## config.mk

```make
export PLATFORM = sky130hd
export DESIGN_NAME = fwb_target
export DESIGN_NICKNAME = d
export VERILOG_FILES = /design/src/rtl/fwb_pkg.sv /design/src/rtl/fwb_seq.sv /design/src/rtl/fwb_capture.sv /design/src/rtl/fwb_memport.sv /design/src/rtl/fwb_drive.sv /design/src/rtl/fwb_target.sv
export SDC_FILE = /design/constraint.sdc
export NUM_CORES = 1
export LEC_CHECK = 0
export BUFFER_PORTS_ARGS = -buffer_cell sky130_fd_sc_hd__buf_2
export CORE_MARGIN = 2
export CORE_UTILIZATION = 32
export DETAILED_ROUTE_END_ITERATION = 16
export PLACE_DENSITY = 0.5
export SYNTH_ARGS = -nofsm -noshare
export SYNTH_HDL_FRONTEND = slang
export SYNTH_SLANG_ARGS = --single-unit
```

## constraint.sdc

```tcl
create_clock -name clk -period 1.84 [get_ports clk]
set_input_delay 0.368 -clock clk [delete_from_list [all_inputs] [get_ports clk]]
set_output_delay 0.368 -clock clk [all_outputs]
set_load 0.03 [all_outputs]
```

## src/rtl/fwb_pkg.sv

```systemverilog
`timescale 1ns/1ps
package fwb_pkg;

    // Nibble codes on the shared bus
    localparam logic [3:0] CODE_RD_START = 4'b1101;
    localparam logic [3:0] CODE_WR_START = 4'b1110;
    localparam logic [3:0] CODE_SIZE_1B  = 4'b0000;
    localparam logic [3:0] CODE_SYNC_WT  = 4'b0101;
    localparam logic [3:0] CODE_SYNC_OK  = 4'b0000;
    localparam logic [3:0] CODE_ONES     = 4'b1111;

    // Field being presented on the bus in the current clock
    typedef enum logic [3:0] {
        S_IDLE,
        S_IDSEL,
        S_ADDR,
        S_SIZE,
        S_RTAR0,
        S_RTAR1,
        S_WD0,
        S_WD1,
        S_WTAR0,
        S_WTAR1,
        S_SYNC,
        S_RD0,
        S_RD1,
        S_ETAR0,
        S_ETAR1
    } fwb_state_e;

    // One-clock strobes from the sequencer to the datapath
    typedef struct packed {
        logic abort;
        logic shift_addr;
        logic cap_lo;
        logic cap_hi;
        logic issue_rd;
        logic issue_wr;
    } fwb_ctl_t;

    function automatic logic is_start(input logic [3:0] nib);
        return (nib == CODE_RD_START) || (nib == CODE_WR_START);
    endfunction

endpackage

```

## src/rtl/fwb_seq.sv

```systemverilog
`timescale 1ns/1ps
module fwb_seq
    import fwb_pkg::*;
#(
    parameter int ADDR_NIBS = 7
) (
    input  logic       clk,
    input  logic       rst,
    input  logic       frame_n,
    input  logic [3:0] bus_in,
    input  logic [3:0] strap_id,
    input  logic       pend,
    output fwb_state_e state,
    output fwb_ctl_t   ctl
);

    localparam int CNT_W = (ADDR_NIBS > 1) ? $clog2(ADDR_NIBS) : 1;
    localparam logic [CNT_W-1:0] CNT_LAST = CNT_W'(ADDR_NIBS - 1);

    fwb_state_e       nxt;
    logic [CNT_W-1:0] cnt;
    logic             wr_q;
    logic             wr_d;

    always_comb begin
        nxt  = state;
        ctl  = '0;
        wr_d = wr_q;
        if (!frame_n) begin
            // framing low always (re)starts decoding
            ctl.abort = 1'b1;
            if (is_start(bus_in)) begin
                nxt  = S_IDSEL;
                wr_d = (bus_in == CODE_WR_START);
            end else begin
                nxt = S_IDLE;
            end
        end else begin
            case (state)
                S_IDLE:  nxt = S_IDLE;
                S_IDSEL: nxt = (bus_in == strap_id) ? S_ADDR : S_IDLE;
                S_ADDR: begin
                    ctl.shift_addr = 1'b1;
                    if (cnt == CNT_LAST) nxt = S_SIZE;
                end
                S_SIZE: begin
                    if (bus_in != CODE_SIZE_1B) begin
                        nxt = S_IDLE;
                    end else if (wr_q) begin
                        nxt = S_WD0;
                    end else begin
                        nxt          = S_RTAR0;
                        ctl.issue_rd = 1'b1;
                    end
                end
                S_RTAR0: nxt = S_RTAR1;
                S_RTAR1: nxt = S_SYNC;
                S_WD0: begin
                    ctl.cap_lo = 1'b1;
                    nxt        = S_WD1;
                end
                S_WD1: begin
                    ctl.cap_hi   = 1'b1;
                    ctl.issue_wr = 1'b1;
                    nxt          = S_WTAR0;
                end
                S_WTAR0: nxt = S_WTAR1;
                S_WTAR1: nxt = S_SYNC;
                S_SYNC: begin
                    if (!pend) nxt = wr_q ? S_ETAR0 : S_RD0;
                end
                S_RD0:   nxt = S_RD1;
                S_RD1:   nxt = S_ETAR0;
                S_ETAR0: nxt = S_ETAR1;
                S_ETAR1: nxt = S_IDLE;
                default: nxt = S_IDLE;
            endcase
        end
    end

    always_ff @(posedge clk) begin
        if (rst) begin
            state <= S_IDLE;
            wr_q  <= 1'b0;
            cnt   <= '0;
        end else begin
            state <= nxt;
            wr_q  <= wr_d;
            cnt   <= (frame_n && state == S_ADDR) ? cnt + 1'b1 : '0;
        end
    end

endmodule

```

## src/rtl/fwb_capture.sv

```systemverilog
`timescale 1ns/1ps
module fwb_capture
    import fwb_pkg::*;
#(
    parameter int MEM_AW = 19
) (
    input  logic              clk,
    input  logic              rst,
    input  fwb_ctl_t          ctl,
    input  logic [3:0]        bus_in,
    output logic [MEM_AW-1:0] addr,
    output logic [7:0]        wbyte
);

    // only the low MEM_AW bits survive the seven shifts
    always_ff @(posedge clk) begin
        if (rst) begin
            addr  <= '0;
            wbyte <= '0;
        end else begin
            if (ctl.shift_addr) addr <= {addr[MEM_AW-5:0], bus_in};
            if (ctl.cap_lo)     wbyte[3:0] <= bus_in;
            if (ctl.cap_hi)     wbyte[7:4] <= bus_in;
        end
    end

endmodule

```

## src/rtl/fwb_memport.sv

```systemverilog
`timescale 1ns/1ps
module fwb_memport
    import fwb_pkg::*;
#(
    parameter int MEM_AW  = 19,
    parameter int BLOCK_W = 16
) (
    input  logic              clk,
    input  logic              rst,
    input  fwb_ctl_t          ctl,
    input  logic [MEM_AW-1:0] addr,
    input  logic              top_lock,
    input  logic              wr_protect,
    input  logic              mem_ready,
    input  logic [7:0]        mem_rdata,
    output logic              pend,
    output logic              mem_we,
    output logic [7:0]        rbyte
);

    logic in_top;
    logic blocked;

    assign in_top  = &addr[MEM_AW-1:BLOCK_W];
    assign blocked = in_top ? top_lock : wr_protect;

    always_ff @(posedge clk) begin
        if (rst) begin
            pend   <= 1'b0;
            mem_we <= 1'b0;
            rbyte  <= '0;
        end else if (ctl.abort) begin
            pend <= 1'b0;
        end else if (ctl.issue_rd) begin
            pend   <= 1'b1;
            mem_we <= 1'b0;
        end else if (ctl.issue_wr) begin
            pend   <= !blocked;
            mem_we <= 1'b1;
        end else if (pend && mem_ready) begin
            pend <= 1'b0;
            if (!mem_we) rbyte <= mem_rdata;
        end
    end

endmodule

```

## src/rtl/fwb_drive.sv

```systemverilog
`timescale 1ns/1ps
module fwb_drive
    import fwb_pkg::*;
(
    input  fwb_state_e state,
    input  logic       pend,
    input  logic [7:0] rbyte,
    output logic [3:0] bus_out,
    output logic       bus_oe
);

    always_comb begin
        bus_oe  = 1'b1;
        bus_out = CODE_ONES;
        case (state)
            S_SYNC:  bus_out = pend ? CODE_SYNC_WT : CODE_SYNC_OK;
            S_RD0:   bus_out = rbyte[3:0];
            S_RD1:   bus_out = rbyte[7:4];
            S_ETAR0: bus_out = CODE_ONES;
            default: bus_oe  = 1'b0;
        endcase
    end

endmodule

```

## src/rtl/fwb_target.sv

```systemverilog
`timescale 1ns/1ps
module fwb_target
    import fwb_pkg::*;
#(
    parameter int ADDR_NIBS = 7,
    parameter int MEM_AW    = 19,
    parameter int BLOCK_W   = 16
) (
    input  logic              clk,
    input  logic              rst,
    input  logic              frame_n,
    input  logic [3:0]        bus_in,
    output logic [3:0]        bus_out,
    output logic              bus_oe,
    input  logic [3:0]        strap_id,
    input  logic              top_lock,
    input  logic              wr_protect,
    output logic              mem_req,
    output logic              mem_we,
    output logic [MEM_AW-1:0] mem_addr,
    output logic [7:0]        mem_wdata,
    input  logic [7:0]        mem_rdata,
    input  logic              mem_ready
);

    fwb_state_e  state;
    fwb_ctl_t    ctl;
    logic        pend;
    logic [7:0]  rbyte;

    fwb_seq #(.ADDR_NIBS(ADDR_NIBS)) u_seq (
        .clk(clk), .rst(rst), .frame_n(frame_n), .bus_in(bus_in),
        .strap_id(strap_id), .pend(pend), .state(state), .ctl(ctl)
    );

    fwb_capture #(.MEM_AW(MEM_AW)) u_cap (
        .clk(clk), .rst(rst), .ctl(ctl), .bus_in(bus_in),
        .addr(mem_addr), .wbyte(mem_wdata)
    );

    fwb_memport #(.MEM_AW(MEM_AW), .BLOCK_W(BLOCK_W)) u_mem (
        .clk(clk), .rst(rst), .ctl(ctl), .addr(mem_addr),
        .top_lock(top_lock), .wr_protect(wr_protect),
        .mem_ready(mem_ready), .mem_rdata(mem_rdata),
        .pend(pend), .mem_we(mem_we), .rbyte(rbyte)
    );

    fwb_drive u_drv (
        .state(state), .pend(pend), .rbyte(rbyte),
        .bus_out(bus_out), .bus_oe(bus_oe)
    );

    assign mem_req = pend;

endmodule

```

==> report_table.html <==
<table>
<tr><th>Metric</th><th>Value</th></tr>
<tr><th colspan="2">Finish</th></tr>
<tr><td>Area growth from synthesis to layout</td><td>29.84%</td></tr>
<tr><td>Share of final-layout standard cells stronger than drive strength 1</td><td>31.55%</td></tr>
<tr><td>Final core utilization</td><td>42.77%</td></tr>
<tr><td>Nets</td><td>340</td></tr>
<tr><td>Antenna Diode Count</td><td>0</td></tr>
<tr><td>Final design area excluding fillers</td><td>0.002700 mm²</td></tr>
<tr><th colspan="2">Synth</th></tr>
<tr><td>Mapped cell area</td><td>0.002079 mm²</td></tr>
<tr><td>Mux share of post-synthesis cell area</td><td>8.183%</td></tr>
<tr><td>Synth top area share</td><td>43.32%</td></tr>
<tr><td>Proportion of synthesized chip area in sequential cells</td><td>43.32%</td></tr>
<tr><td>Library cells used by synthesis</td><td>37</td></tr>
<tr><td>Count of flip-flops with a built-in enable after synthesis</td><td>0</td></tr>
<tr><td>FF+latch count, synth</td><td>45</td></tr>
<tr><td>Fraction of the mapped netlist area in compound gates</td><td>13.30%</td></tr>
<tr><td>Area contributors post-synth</td><td>sky130_fd_sc_hd__dfxtp_1, sky130_fd_sc_hd__mux2i_1, sky130_fd_sc_hd__nand2_1</td></tr>
<tr><td>Simple-gate share of the synthesized area</td><td>26.84%</td></tr>
<tr><td>Most frequent cell after synthesis</td><td>sky130_fd_sc_hd__dfxtp_1</td></tr>
<tr><td>Combinational family with the most area after synthesis</td><td>simple AND/OR/NAND/NOR gates</td></tr>
<tr><td>Net Count, Synth</td><td>273</td></tr>
<tr><td>Synth Area in XOR/XNOR</td><td>2.527%</td></tr>
<tr><td>Share of synthesized cell area in full adder, half adder and majority cells</td><td>1.203%</td></tr>
<tr><td>Synthesis warning total</td><td>0</td></tr>
<tr><td>Commonest cells in the netlist</td><td>sky130_fd_sc_hd__dfxtp_1, sky130_fd_sc_hd__nand2_1, sky130_fd_sc_hd__a21oi_1</td></tr>
<tr><td>Post-Syn Instances</td><td>249</td></tr>
<tr><td>FFs w/ async S/R, synth</td><td>0%</td></tr>
<tr><td>Most used DFF post-synth</td><td>sky130_fd_sc_hd__dfxtp_1</td></tr>
<tr><td>Post-Syn Area per Cell</td><td>8.351 µm²</td></tr>
<tr><td>Cell taking the most area after synthesis</td><td>sky130_fd_sc_hd__dfxtp_1</td></tr>
<tr><th colspan="2">Setup path</th></tr>
<tr><td>Critical path cell sequence</td><td>nand2b_4, a21oi_4, o21ai_2, a221o_1, buf_6</td></tr>
<tr><td>Startpoint type of the worst setup path</td><td>register</td></tr>
<tr><td>CP Data Required Time</td><td>1470 ps</td></tr>
<tr><td>Signal arrival time at the worst endpoint</td><td>1440 ps</td></tr>
<tr><td>Cell type group with the largest total delay on the critical path</td><td>compound AO/OA/AOI/OAI gates</td></tr>
<tr><td>Crit. End Element</td><td>output port</td></tr>
<tr><td>Critical path buffers and inverters</td><td>1</td></tr>
<tr><td>CP Max Fanout</td><td>5</td></tr>
<tr><td>Critical path start-end classification</td><td>register to output port</td></tr>
<tr><td>Setup slack of the most critical reg-to-reg path</td><td>120 ps</td></tr>
<tr><td>Critical-path top delay cell</td><td>sky130_fd_sc_hd__dfxtp_2</td></tr>
<tr><td>Delay of the slowest cell on the worst path</td><td>350 ps</td></tr>
<tr><th colspan="2">STA</th></tr>
<tr><td>Hold slack</td><td>315.8 ps</td></tr>
<tr><td>Hold Violations, Final</td><td>0</td></tr>
<tr><td>Setup repair after global routing missed its margin</td><td>true</td></tr>
<tr><td>Number of failing setup endpoints in the final timing report</td><td>0</td></tr>
<tr><td>Max Transition Viols Final</td><td>0</td></tr>
<tr><td>Achievable clock frequency</td><td>553.7 MHz</td></tr>
<tr><td>Final clock skew</td><td>7.573 ps</td></tr>
<tr><td>Time the final worst path needs with I/O delays and setup</td><td>1806 ps</td></tr>
<tr><td>Worst slew margin relative to its limit</td><td>52.30%</td></tr>
<tr><td>Transition time of the tightest slew-check pin</td><td>710.1 ps</td></tr>
<tr><td>Period utilisation layout</td><td>98.15%</td></tr>
<tr><th colspan="2">Pwr</th></tr>
<tr><td>Max VDD drop</td><td>329.2 µV</td></tr>
<tr><td>Reported leakage power</td><td>1.091 nW</td></tr>
<tr><td>Pwr dens</td><td>628.1 mW/mm²</td></tr>
<tr><th colspan="2">Die</th></tr>
<tr><td>Die X</td><td>84.61 µm</td></tr>
<tr><td>Core area</td><td>0.006314 mm²</td></tr>
<tr><td>Num ports</td><td>56</td></tr>
<tr><td>Floorplan die area</td><td>0.007159 mm²</td></tr>
<tr><td>Initial standard-cell utilization of the core</td><td>32.94%</td></tr>
<tr><td>Die Y</td><td>84.61 µm</td></tr>
<tr><td>Standard-cell row count</td><td>29</td></tr>
<tr><th colspan="2">Clocking</th></tr>
<tr><td>CTS Sinks</td><td>45</td></tr>
<tr><td>Buffer depth of the longest clock path</td><td>2</td></tr>
<tr><td>Source-to-sink clock delay at the later pin of the worst-skew pair</td><td>300 ps</td></tr>
<tr><td>Clock Root Buffer</td><td>sky130_fd_sc_hd__clkbuf_8</td></tr>
<tr><td>CTS buffer count</td><td>5</td></tr>
<tr><td>H-tree levels</td><td>2</td></tr>
<tr><td>CTS tree</td><td>yes</td></tr>
<tr><td>Clk pin slew, worst setup/hold paths</td><td>90 ps</td></tr>
<tr><th colspan="2">Routing</th></tr>
<tr><td>Routed wire length</td><td>5.184 mm</td></tr>
<tr><td>Remaining design rule violation count</td><td>0</td></tr>
<tr><td>Count of routing violations after the opening detailed-route iteration</td><td>73</td></tr>
<tr><td>Vias</td><td>1850</td></tr>
<tr><td>Routed wire length per instance</td><td>13.16 µm</td></tr>
<tr><td>Number of nets still failing antenna checks after routing</td><td>0</td></tr>
<tr><td>Vias per Instance</td><td>4.695</td></tr>
<tr><td>Detailed-router iteration count before antenna repair</td><td>4</td></tr>
<tr><th colspan="2">Place</th></tr>
<tr><td>Input/output buffers</td><td>55</td></tr>
<tr><td>Routability congestion estimate from global placement</td><td>0.7629</td></tr>
<tr><td>DP HPWL</td><td>3.580 mm</td></tr>
<tr><td>Post-placement cell area</td><td>0.002521 mm²</td></tr>
<tr><th colspan="2">Global route</th></tr>
<tr><td>Overflow left after global routing</td><td>0</td></tr>
<tr><td>Number of global-route vias before repair</td><td>1768</td></tr>
<tr><td>Aggregate global-route resource usage</td><td>14.72%</td></tr>
<tr><td>Initial antenna violation count</td><td>0</td></tr>
<tr><td>First-pass GRT wire length</td><td>8.480 mm</td></tr>
<tr><td>Pin count of the biggest net entering global routing</td><td>29</td></tr>
<tr><th colspan="2">Hold path</th></tr>
<tr><td>Worst min-delay path category</td><td>input port to register</td></tr>
<tr><th colspan="2">Run</th></tr>
<tr><td>Max capacitance violation total</td><td>0</td></tr>
<tr><th colspan="2">Outcome</th></tr>
<tr><td>Result of the run</td><td>completed</td></tr>
</table>
-- stage by stage --
stage	setup slack [ps]	power (W)	TNS, ps	instances
after floorplan	42.33	0.001051	0	249
after global placement	45.71	0.001100	0	382
after detailed placement	9.194	0.001101	0	382
after CTS	3.415	0.001716	0	390
after global routing	-32.26	0.001761	-68.03	394
final	34.09	0.001696	0	394
-- metal layers --
layer	global-route usage [%]	share of wire, %	vias to the layer above
li1	-	-	972
met1	20.42	51	833
met2	22.19	43	39
met3	3.441	5.0	6
met4	5.628	1.3	0
met5	0	0	-
-- flip-flops by register name, summed over array words and instances, names as in the netlist --
| name | flops |
|---|---|
| u_cap.addr | 19 |
| u_cap.wbyte | 8 |
| u_mem.mem_we | 1 |
| u_mem.pend | 1 |
| u_mem.rbyte | 8 |
| u_seq.cnt | 3 |
| u_seq.state | 4 |
| u_seq.wr_q | 1 |
-- cell type report --
class | instances | area (µm²)
clock buffer | 5 | 68.82
clock inverter | 3 | 17.52
fill | 674 | 3613
inverter | 5 | 18.77
multi-input combinational | 182 | 1120
sequential | 45 | 907.1
tap | 77 | 96.34
timing repair buffer | 77 | 471.7
-- path summary, 6_finish.rpt --
| path | start | end | cells past startpoint |
|---|---|---|---|
| hold / removal | mem_rdata[0] | u_mem.rbyte[0] | 3 |
| setup reg to reg | u_mem.pend | u_mem.rbyte[1] | 3 |
| setup / recovery | u_seq.state[2] | bus_out[0] | 5 |
| hold reg to reg | u_seq.cnt[0] | u_seq.cnt[0] | 1 |
-- kinds of logic (layout without fill, tap and decap cells) --
kind of cell	Yosys count	count (layout)
simple gates	109	109
compound gates	48	48
flops	45	45
buf+inv	22	90
mux	17	17
xor+xnor	6	6
fa+ha+maj	2	2
-- layout by cell type (no fill, tap or decap), drive strengths merged, types with 2 or more instances in the layout --
cell / count
xor2: 4
a21oi: 27
xnor2: 2
or3: 2
nor4: 3
o21ai: 10
inv: 5
dfxtp: 45
nand2: 43
nand3: 4
clkinv: 2
buf: 77
a31oi: 2
ha: 2
mux2i: 17
a221o: 2
a21boi: 2
nor2: 23
nand3b: 2
nand2b: 21
clkbuf: 5
nor2b: 2
or4: 2
nor3: 3
-- worst register-to-register path, stage by stage (launching register included) --
cell	delay, ps
sky130_fd_sc_hd__dfxtp_1	520
sky130_fd_sc_hd__nand3_1	180
sky130_fd_sc_hd__nor4_4	680
sky130_fd_sc_hd__mux2i_1	270
-- report_power, final --
part	total [W]	switching [W]	internal, W
combinational	0.000102	0.0000541	0.0000481
sequential	0.000976	0.00000266	0.000973
clock	0.000618	0.000356	0.000263
-- what timing repair did --
item                       in CTS  in global routing
setup buffers                   0                  4
pin swaps                       1                  3
hold buffers                    0                  0
setup endpoints to repair       5                 11
gates resized for setup        15                  5
(Power assumes the default switching activity.)
